--- src/rtl/ufc_pkg.sv ---
package ufc_pkg;
  localparam int CTRL_ADDR   = 2;
  localparam int BIT_RX_CLR  = 1;
  localparam int BIT_TX_CLR  = 2;
  localparam int BIT_MODE    = 3;
  localparam int BIT_TRIG_LO = 6;
  localparam int BIT_TRIG_HI = 7;

  // trigger field is {bit7, bit6}
  typedef enum logic [1:0] {
    TRIG_ONE   = 2'b00,
    TRIG_EIGHT = 2'b01,
    TRIG_FOUR  = 2'b10,
    TRIG_EIGHT_ALT = 2'b11
  } trig_code_e;

  function automatic int unsigned trig_bytes(trig_code_e code);
    case (code)
      TRIG_ONE:  return 1;
      TRIG_FOUR: return 4;
      default:   return 8;
    endcase
  endfunction

  function automatic logic level_reached(int unsigned occ, trig_code_e code);
    return occ >= trig_bytes(code);
  endfunction
endpackage

--- src/rtl/ufc_ctrl_reg.sv ---
module ufc_ctrl_reg
  import ufc_pkg::*;
#(
  parameter int ADDR_W = 3,
  parameter int DATA_W = 8
) (
  input  logic              clk,
  input  logic              rst_n,
  input  logic              wr_en,
  input  logic [ADDR_W-1:0] addr,
  input  logic [DATA_W-1:0] wdata,
  output logic              rx_clr,
  output logic              tx_clr,
  output trig_code_e        trig_code,
  output logic              dma_mode
);
  // queue enable always behaves as set
  localparam logic QUEUE_EN = 1'b1;

  logic       hit;
  logic       mode_q;
  trig_code_e trig_q;

  assign hit    = wr_en && (addr == ADDR_W'(CTRL_ADDR));
  assign rx_clr = hit && wdata[BIT_RX_CLR];
  assign tx_clr = hit && wdata[BIT_TX_CLR];

  always_ff @(posedge clk or negedge rst_n) begin
    if (!rst_n) begin
      mode_q <= 1'b0;
      trig_q <= TRIG_ONE;
    end else if (hit) begin
      mode_q <= wdata[BIT_MODE];
      trig_q <= trig_code_e'({wdata[BIT_TRIG_HI], wdata[BIT_TRIG_LO]});
    end
  end

  assign trig_code = trig_q;
  assign dma_mode  = mode_q & QUEUE_EN;

  // fields change only on a decoded write
  a_r2_hold_without_write: assert property (@(posedge clk) disable iff (!rst_n)
    !hit |=> $stable(trig_q) && $stable(mode_q));
endmodule

--- src/rtl/ufc_sync_fifo.sv ---
module ufc_sync_fifo #(
  parameter int DEPTH  = 16,
  parameter int DATA_W = 8,
  localparam int PTR_W = (DEPTH > 1) ? $clog2(DEPTH) : 1,
  localparam int CNT_W = $clog2(DEPTH + 1)
) (
  input  logic              clk,
  input  logic              rst_n,
  input  logic              clr,
  input  logic              push,
  input  logic [DATA_W-1:0] din,
  input  logic              pop,
  output logic [DATA_W-1:0] dout,
  output logic [CNT_W-1:0]  count,
  output logic              overrun,
  output logic              push_drop,
  output logic              pop_empty
);
  logic [DATA_W-1:0] mem [DEPTH];
  logic [PTR_W-1:0]  wr_ptr, rd_ptr;
  logic [CNT_W-1:0]  cnt_q;
  logic              full, empty, do_pop, do_push;

  function automatic logic [PTR_W-1:0] ptr_next(logic [PTR_W-1:0] p);
    return (p == PTR_W'(DEPTH - 1)) ? '0 : p + 1'b1;
  endfunction

  assign full      = (cnt_q == CNT_W'(DEPTH));
  assign empty     = (cnt_q == '0);
  assign do_pop    = !clr && pop && !empty;
  assign do_push   = !clr && push && (!full || do_pop);
  assign push_drop = !clr && push && full && !do_pop;
  assign pop_empty = !clr && pop && empty;

  always_ff @(posedge clk) begin
    if (do_push) mem[wr_ptr] <= din;
  end

  always_ff @(posedge clk or negedge rst_n) begin
    if (!rst_n) begin
      wr_ptr  <= '0;
      rd_ptr  <= '0;
      cnt_q   <= '0;
      dout    <= '0;
      overrun <= 1'b0;
    end else if (clr) begin
      wr_ptr  <= '0;
      rd_ptr  <= '0;
      cnt_q   <= '0;
      overrun <= 1'b0;
    end else begin
      if (do_push) wr_ptr <= ptr_next(wr_ptr);
      if (do_pop) begin
        rd_ptr <= ptr_next(rd_ptr);
        dout   <= mem[rd_ptr];
      end
      if (do_push && !do_pop) cnt_q <= cnt_q + 1'b1;
      else if (do_pop && !do_push) cnt_q <= cnt_q - 1'b1;
      if (push_drop) overrun <= 1'b1;
    end
  end

  assign count = cnt_q;

  a_r10_no_overflow: assert property (@(posedge clk) disable iff (!rst_n)
    cnt_q <= CNT_W'(DEPTH));
  a_r10_drop_flags: assert property (@(posedge clk) disable iff (!rst_n)
    push_drop |=> overrun && (cnt_q == CNT_W'(DEPTH)));
  a_r11_empty_pop: assert property (@(posedge clk) disable iff (!rst_n)
    pop_empty && !push |=> $stable(dout) && (cnt_q == '0));
  a_r3_clear_empties: assert property (@(posedge clk) disable iff (!rst_n)
    clr |=> (cnt_q == '0) && !overrun);
endmodule

--- src/rtl/ufc_ready_logic.sv ---
module ufc_ready_logic
  import ufc_pkg::*;
#(
  parameter int DEPTH = 16,
  localparam int CNT_W = $clog2(DEPTH + 1)
) (
  input  logic             clk,
  input  logic             rst_n,
  input  logic [CNT_W-1:0] rx_count,
  input  logic [CNT_W-1:0] tx_count,
  input  trig_code_e       trig_code,
  input  logic             dma_mode,
  output logic             rx_irq,
  output logic             rxrdy_n,
  output logic             txrdy_n
);
  logic rx_at_level, rx_any, tx_none, tx_room;

  always_comb begin
    rx_at_level = level_reached(int'(rx_count), trig_code);
    rx_any      = (rx_count != '0);
    tx_none     = (tx_count == '0);
    tx_room     = (tx_count < CNT_W'(DEPTH));
  end

  assign rx_irq  = rx_at_level;
  assign rxrdy_n = dma_mode ? !rx_at_level : !rx_any;
  assign txrdy_n = dma_mode ? !tx_room     : !tx_none;

  a_r6_irq_needs_data: assert property (@(posedge clk) disable iff (!rst_n)
    rx_irq |-> rx_count != '0);
  a_r7_mode0_tx_busy: assert property (@(posedge clk) disable iff (!rst_n)
    (!dma_mode && tx_count != '0) |-> txrdy_n);
  a_r8_mode1_rx_follows_irq: assert property (@(posedge clk) disable iff (!rst_n)
    dma_mode |-> (rxrdy_n == !rx_irq));
endmodule

--- src/rtl/uart_fifo_ctrl.sv ---
module uart_fifo_ctrl
  import ufc_pkg::*;
#(
  parameter int DEPTH  = 16,
  parameter int DATA_W = 8,
  parameter int ADDR_W = 3,
  localparam int CNT_W = $clog2(DEPTH + 1)
) (
  input  logic              clk,
  input  logic              rst_n,
  input  logic              bus_wr,
  input  logic [ADDR_W-1:0] bus_addr,
  input  logic [7:0]        bus_wdata,
  input  logic              rx_push,
  input  logic [DATA_W-1:0] rx_din,
  input  logic              rx_pop,
  output logic [DATA_W-1:0] rx_dout,
  output logic [CNT_W-1:0]  rx_count,
  output logic              rx_overrun,
  input  logic              tx_push,
  input  logic [DATA_W-1:0] tx_din,
  input  logic              tx_pop,
  output logic [DATA_W-1:0] tx_dout,
  output logic [CNT_W-1:0]  tx_count,
  output logic              tx_overrun,
  output logic              rx_irq,
  output logic              rxrdy_n,
  output logic              txrdy_n
);
  logic       rx_clr, tx_clr, dma_mode;
  trig_code_e trig_code;
  logic       rx_drop, tx_drop, rx_pop_empty, tx_pop_empty;

  ufc_ctrl_reg #(.ADDR_W(ADDR_W), .DATA_W(8)) u_ctrl (
    .clk(clk), .rst_n(rst_n), .wr_en(bus_wr), .addr(bus_addr), .wdata(bus_wdata),
    .rx_clr(rx_clr), .tx_clr(tx_clr), .trig_code(trig_code), .dma_mode(dma_mode)
  );

  ufc_sync_fifo #(.DEPTH(DEPTH), .DATA_W(DATA_W)) u_rx_fifo (
    .clk(clk), .rst_n(rst_n), .clr(rx_clr), .push(rx_push), .din(rx_din),
    .pop(rx_pop), .dout(rx_dout), .count(rx_count), .overrun(rx_overrun),
    .push_drop(rx_drop), .pop_empty(rx_pop_empty)
  );

  ufc_sync_fifo #(.DEPTH(DEPTH), .DATA_W(DATA_W)) u_tx_fifo (
    .clk(clk), .rst_n(rst_n), .clr(tx_clr), .push(tx_push), .din(tx_din),
    .pop(tx_pop), .dout(tx_dout), .count(tx_count), .overrun(tx_overrun),
    .push_drop(tx_drop), .pop_empty(tx_pop_empty)
  );

  ufc_ready_logic #(.DEPTH(DEPTH)) u_ready (
    .clk(clk), .rst_n(rst_n), .rx_count(rx_count), .tx_count(tx_count),
    .trig_code(trig_code), .dma_mode(dma_mode),
    .rx_irq(rx_irq), .rxrdy_n(rxrdy_n), .txrdy_n(txrdy_n)
  );

  // the clear of one queue leaves the other's count untouched
  a_r3_rx_clear_isolated: assert property (@(posedge clk) disable iff (!rst_n)
    (rx_clr && !tx_clr && !tx_push && !tx_pop) |=> $stable(tx_count));
  a_r3_tx_clear_isolated: assert property (@(posedge clk) disable iff (!rst_n)
    (tx_clr && !rx_clr && !rx_push && !rx_pop) |=> $stable(rx_count));
  a_r10_rx_drop_keeps_flag: assert property (@(posedge clk) disable iff (!rst_n)
    (rx_overrun && !rx_clr) |=> rx_overrun);
  a_r11_tx_empty_pop: assert property (@(posedge clk) disable iff (!rst_n)
    (tx_pop_empty && !tx_push) |=> $stable(tx_dout));
  a_r10_tx_drop: assert property (@(posedge clk) disable iff (!rst_n)
    tx_drop |=> tx_overrun);
  a_r11_rx_empty_count: assert property (@(posedge clk) disable iff (!rst_n)
    (rx_pop_empty && !rx_push) |=> rx_count == '0);
endmodule

--- config.mk ---
export PLATFORM = sky130hd
export DESIGN_NAME = uart_fifo_ctrl
export DESIGN_NICKNAME = d
export VERILOG_FILES = /design/src/rtl/ufc_pkg.sv /design/src/rtl/ufc_ctrl_reg.sv /design/src/rtl/ufc_sync_fifo.sv /design/src/rtl/ufc_ready_logic.sv /design/src/rtl/uart_fifo_ctrl.sv
export SDC_FILE = /design/constraint.sdc
export NUM_CORES = 1
export LEC_CHECK = 0
export CAP_MARGIN = 20
export CORE_AREA = 3 3 149 151
export CTS_CLUSTER_SIZE = 40
export DETAILED_ROUTE_END_ITERATION = 8
export DIE_AREA = 0 0 152 154
export GPL_TIMING_DRIVEN = 1
export PLACE_DENSITY = 0.86
export SYNTH_ARGS = -nofsm -noshare
export SYNTH_HDL_FRONTEND = slang
export SYNTH_SLANG_ARGS = --single-unit
--- constraint.sdc ---
create_clock -name clk -period 3.5 [get_ports clk]
set_clock_uncertainty 0.2 [all_clocks]
set_input_delay 0.35 -clock clk [delete_from_list [all_inputs] [get_ports clk]]
set_output_delay 0.35 -clock clk [all_outputs]
set_load 0.005 [all_outputs]
==> results.py <==
metrics = {
    "floorplan": {
        "die-area_um2": 23400,
        "pin_count": 65,
        "chipHeight_um": 154,
        "core_area_um2": 21000,
        "dieWidth_um": 152,
        "rows": 53,
        "start_util": 0.600,
    },
    "synthesis": {
        "synth_compound_area_frac": 0.0397,
        "ys_types": 52,
        "synth_edf_count": 256,
        "synth_top_area_frac": 0.612,
        "syn-num-nets": 755,
        "synth.area.mux_share": 0.155,
        "ys_ff_latch": 303,
        "synth_warnings": 0,
        "yosys.area_share.adder": 0.0241,
        "synth_xor_area_frac": 0.00139,
        "synth_top_family_by_area": "multiplexers",
        "synth_seq_area_share": 0.706,
        "ys_top_cells_by_area": "edfxtp_1, mux4_2, dfrtp_1",
        "synth_flop_cell": "edfxtp_1",
        "synth-simple-area-share": 0.0591,
        "synth_area_um2": 12600,
        "netlist_instances": 698,
        "synthArstFlopShare": 0.155,
        "synth_top_cell_by_area": "edfxtp_1",
        "avgSynthCellArea_um2": 18.0,
    },
    "worst_setup_path": {
        "worstPathRequired_ps": 2950,
        "crit_path_end_kind": "primary output",
        "rr_endpoint": "u_tx_fifo.count[4]",
        "critical_path.max_fanout": 3,
        "startpoint_type": "flop",
        "rrSetupSlack_ps": 310,
        "crit_path_start": "u_rx_fifo.count[0]",
        "regToRegStartpoint": "u_tx_fifo.count[1]",
        "crit_path_end": "rxrdy_n",
        "cp.arrival_ps": 2780,
        "crit_type": "reg2out",
        "reg2regPathDepth": 9,
    },
    "clock_tree": {
        "cts_buffers": 29,
        "path_clk_slew_ps": 60,
        "cts-root-buf": "clkbuf_16",
        "cts.htree.levels": 1,
        "clkSinkCount": 303,
        "insertion_delay_ps": 540,
        "cts_tree": "yes",
        "clock_path_buffers": 3,
    },
    "timing": {
        "fin_crit_sh": 0.951,
        "setup_viol": 0,
        "setup_tns_ps": 0,
        "grt_setup_unrepaired": "no",
        "slew_violations": 0,
        "fin_ws_ps": 172,
        "min_period_ps": 3330,
        "fmax_mhz": 301,
        "worst_slew_pin_slew_ps": 1140,
        "hold_violations": 0,
        "slew_headroom": 0.243,
    },
    "routing": {
        "vias": 6862,
        "wl_per_cell_um": 24.5,
        "avgViaCountPerCell": 6.37,
        "dr.pass1.iters": 5,
        "drt_iter0_drc": 660,
        "routed_wl_um": 26400,
        "drc": 0,
        "antenna_left": 0,
    },
    "place": {
        "dp_slack_ps": 273,
        "place_congestion": 0.839,
        "hpwlAfterDp_um": 16600,
        "io_buffers": 61,
    },
    "status": {
        "status": "completed",
    },
    "finish": {
        "nNetsFinal": 839,
        "antennaDiodeCount": 0,
        "mostFrequentLayoutCell": "edfxtp_1",
        "final_cell_mix": "edfxtp_1, mux4_2, clkdlybuf4s50_1, nand2_1, mux2i_1",
        "fillers": 1312,
        "syn_to_final_growth_pct": 15.1,
        "drive_above_1_share": 0.166,
    },
    "global_routing": {
        "grt_pass1_vias": 7317,
        "grt_start_max_net_pins": 37,
        "overflow": 0,
        "grt_pass1_wl_um": 42000,
        "groute.usage.overall": 0.231,
        "antenna_found_initial": 0,
    },
    "power": {
        "leakagePower_nw": 5.01,
        "power_mw": 11.3,
        "powerDensity_nw_per_um2": 782,
        "ir_worst_vdd_mv": 0.579,
    },
    "min_path": {
        "hp-class": "in2reg",
    },
    "run": {
        "cap_violations": 0,
    },
}
per-layer routing:
layer	track usage	share of wire
met2	0.412	0.53
met3	0.0397	0.067
met5	0	0
met1	0.298	0.37
met4	0.0621	0.026
flip-flops by register name (all words and copies together) (netlist names):
register,flops
u_rx_fifo.mem,128
u_tx_fifo.mem,128
u_rx_fifo.dout,8
u_tx_fifo.dout,8
u_rx_fifo.count,5
u_tx_fifo.count,5
u_rx_fifo.rd_ptr,4
u_rx_fifo.wr_ptr,4
u_tx_fifo.rd_ptr,4
u_tx_fifo.wr_ptr,4
u_ctrl.trig_code,2
u_ctrl.dma_mode,1
u_rx_fifo.overrun,1
u_tx_fifo.overrun,1
metrics by stage:
stage               cells  hold WS, ps  utilization  area [um2]
finish               1077          133        0.690       14500
global placement     1024          273        0.647       13600
global route         1077          138        0.690       14500
detailed placement   1024          279        0.647       13600
CTS                  1076          117        0.690       14500
floorplan             698         -146            -       12600
critical path, stage by stage, from the launching register on:
cell and delay, ps:
dfrtp_2 410, inv_1 100, ha_1 230, or3b_1 370, a21o_1 180, a211o_1 300, mux2i_1 130, clkdlybuf4s50_1 520
power by group:
group	switching, mW	internal [mW]	total (mW)
registers	0.567	4.46	5.03
clock network	1.26	1.68	2.94
logic	1.63	1.71	3.34
kinds of logic (layout without fill, tap and decap cells):
group | count (synthesis) | after routing
AO/OA/AOI/OAI | 69 | 69
XOR/XNOR | 2 | 2
adder cells (fa/ha/maj) | 23 | 23
buffers and inverters | 47 | 151
flip-flops | 303 | 303
multiplexers | 114 | 114
AND/OR/NAND/NOR | 140 | 140
worst min-delay path by stage:
stage	from	end	slack, ps	depth (start not counted)
after CTS	bus_wdata[3]	u_ctrl.dma_mode	120	3
after global placement	rst_n	u_tx_fifo.count[3]	270	1
after floorplan	rst_n	u_ctrl.dma_mode	-150	0
after detailed placement	u_tx_fifo.dout[3]	u_tx_fifo.dout[3]	280	2
after global routing	bus_wdata[3]	u_ctrl.dma_mode	140	3
final	bus_wdata[3]	u_ctrl.dma_mode	130	3
layout make-up:
class	count	area, um2	area share
clock buffers	42	816	0.0564
clock inverters	9	70.1	0.00484
inverters	17	63.8	0.00441
multi-input cells	348	3520	0.243
flip-flops and latches	303	8870	0.613
well taps	275	344	0.0238
repair buffers	83	786	0.0543
synthesized netlist by cell type (all sizes together) (2+ instances only):
cell type,instances
a31oi,8
nand2,54
mux2i,48
nor3,2
inv,17
nor2b,6
nand3,14
a21o,2
clkbuf,17
or3,5
a211oi,2
nor2,14
o21ai,8
o21a,4
nand4,2
o221ai,18
a21oi,15
buf,13
a211o,2
nand2b,2
and2,17
and3b,6
mux2,2
ha,21
dfrtp,47
fa,2
nor3b,2
or4,2
mux4,64
edfxtp,256
and3,7
nor4,2
a221oi,2
what timing repair did:
action,in CTS,in global routing
buffers inserted,0,1
hold buffers,1,0
endpoints found under the hold margin,34,0
resized for setup,1,0
setup endpoints to repair,1,1
Note: power is estimated with default switching activity, not from simulation.
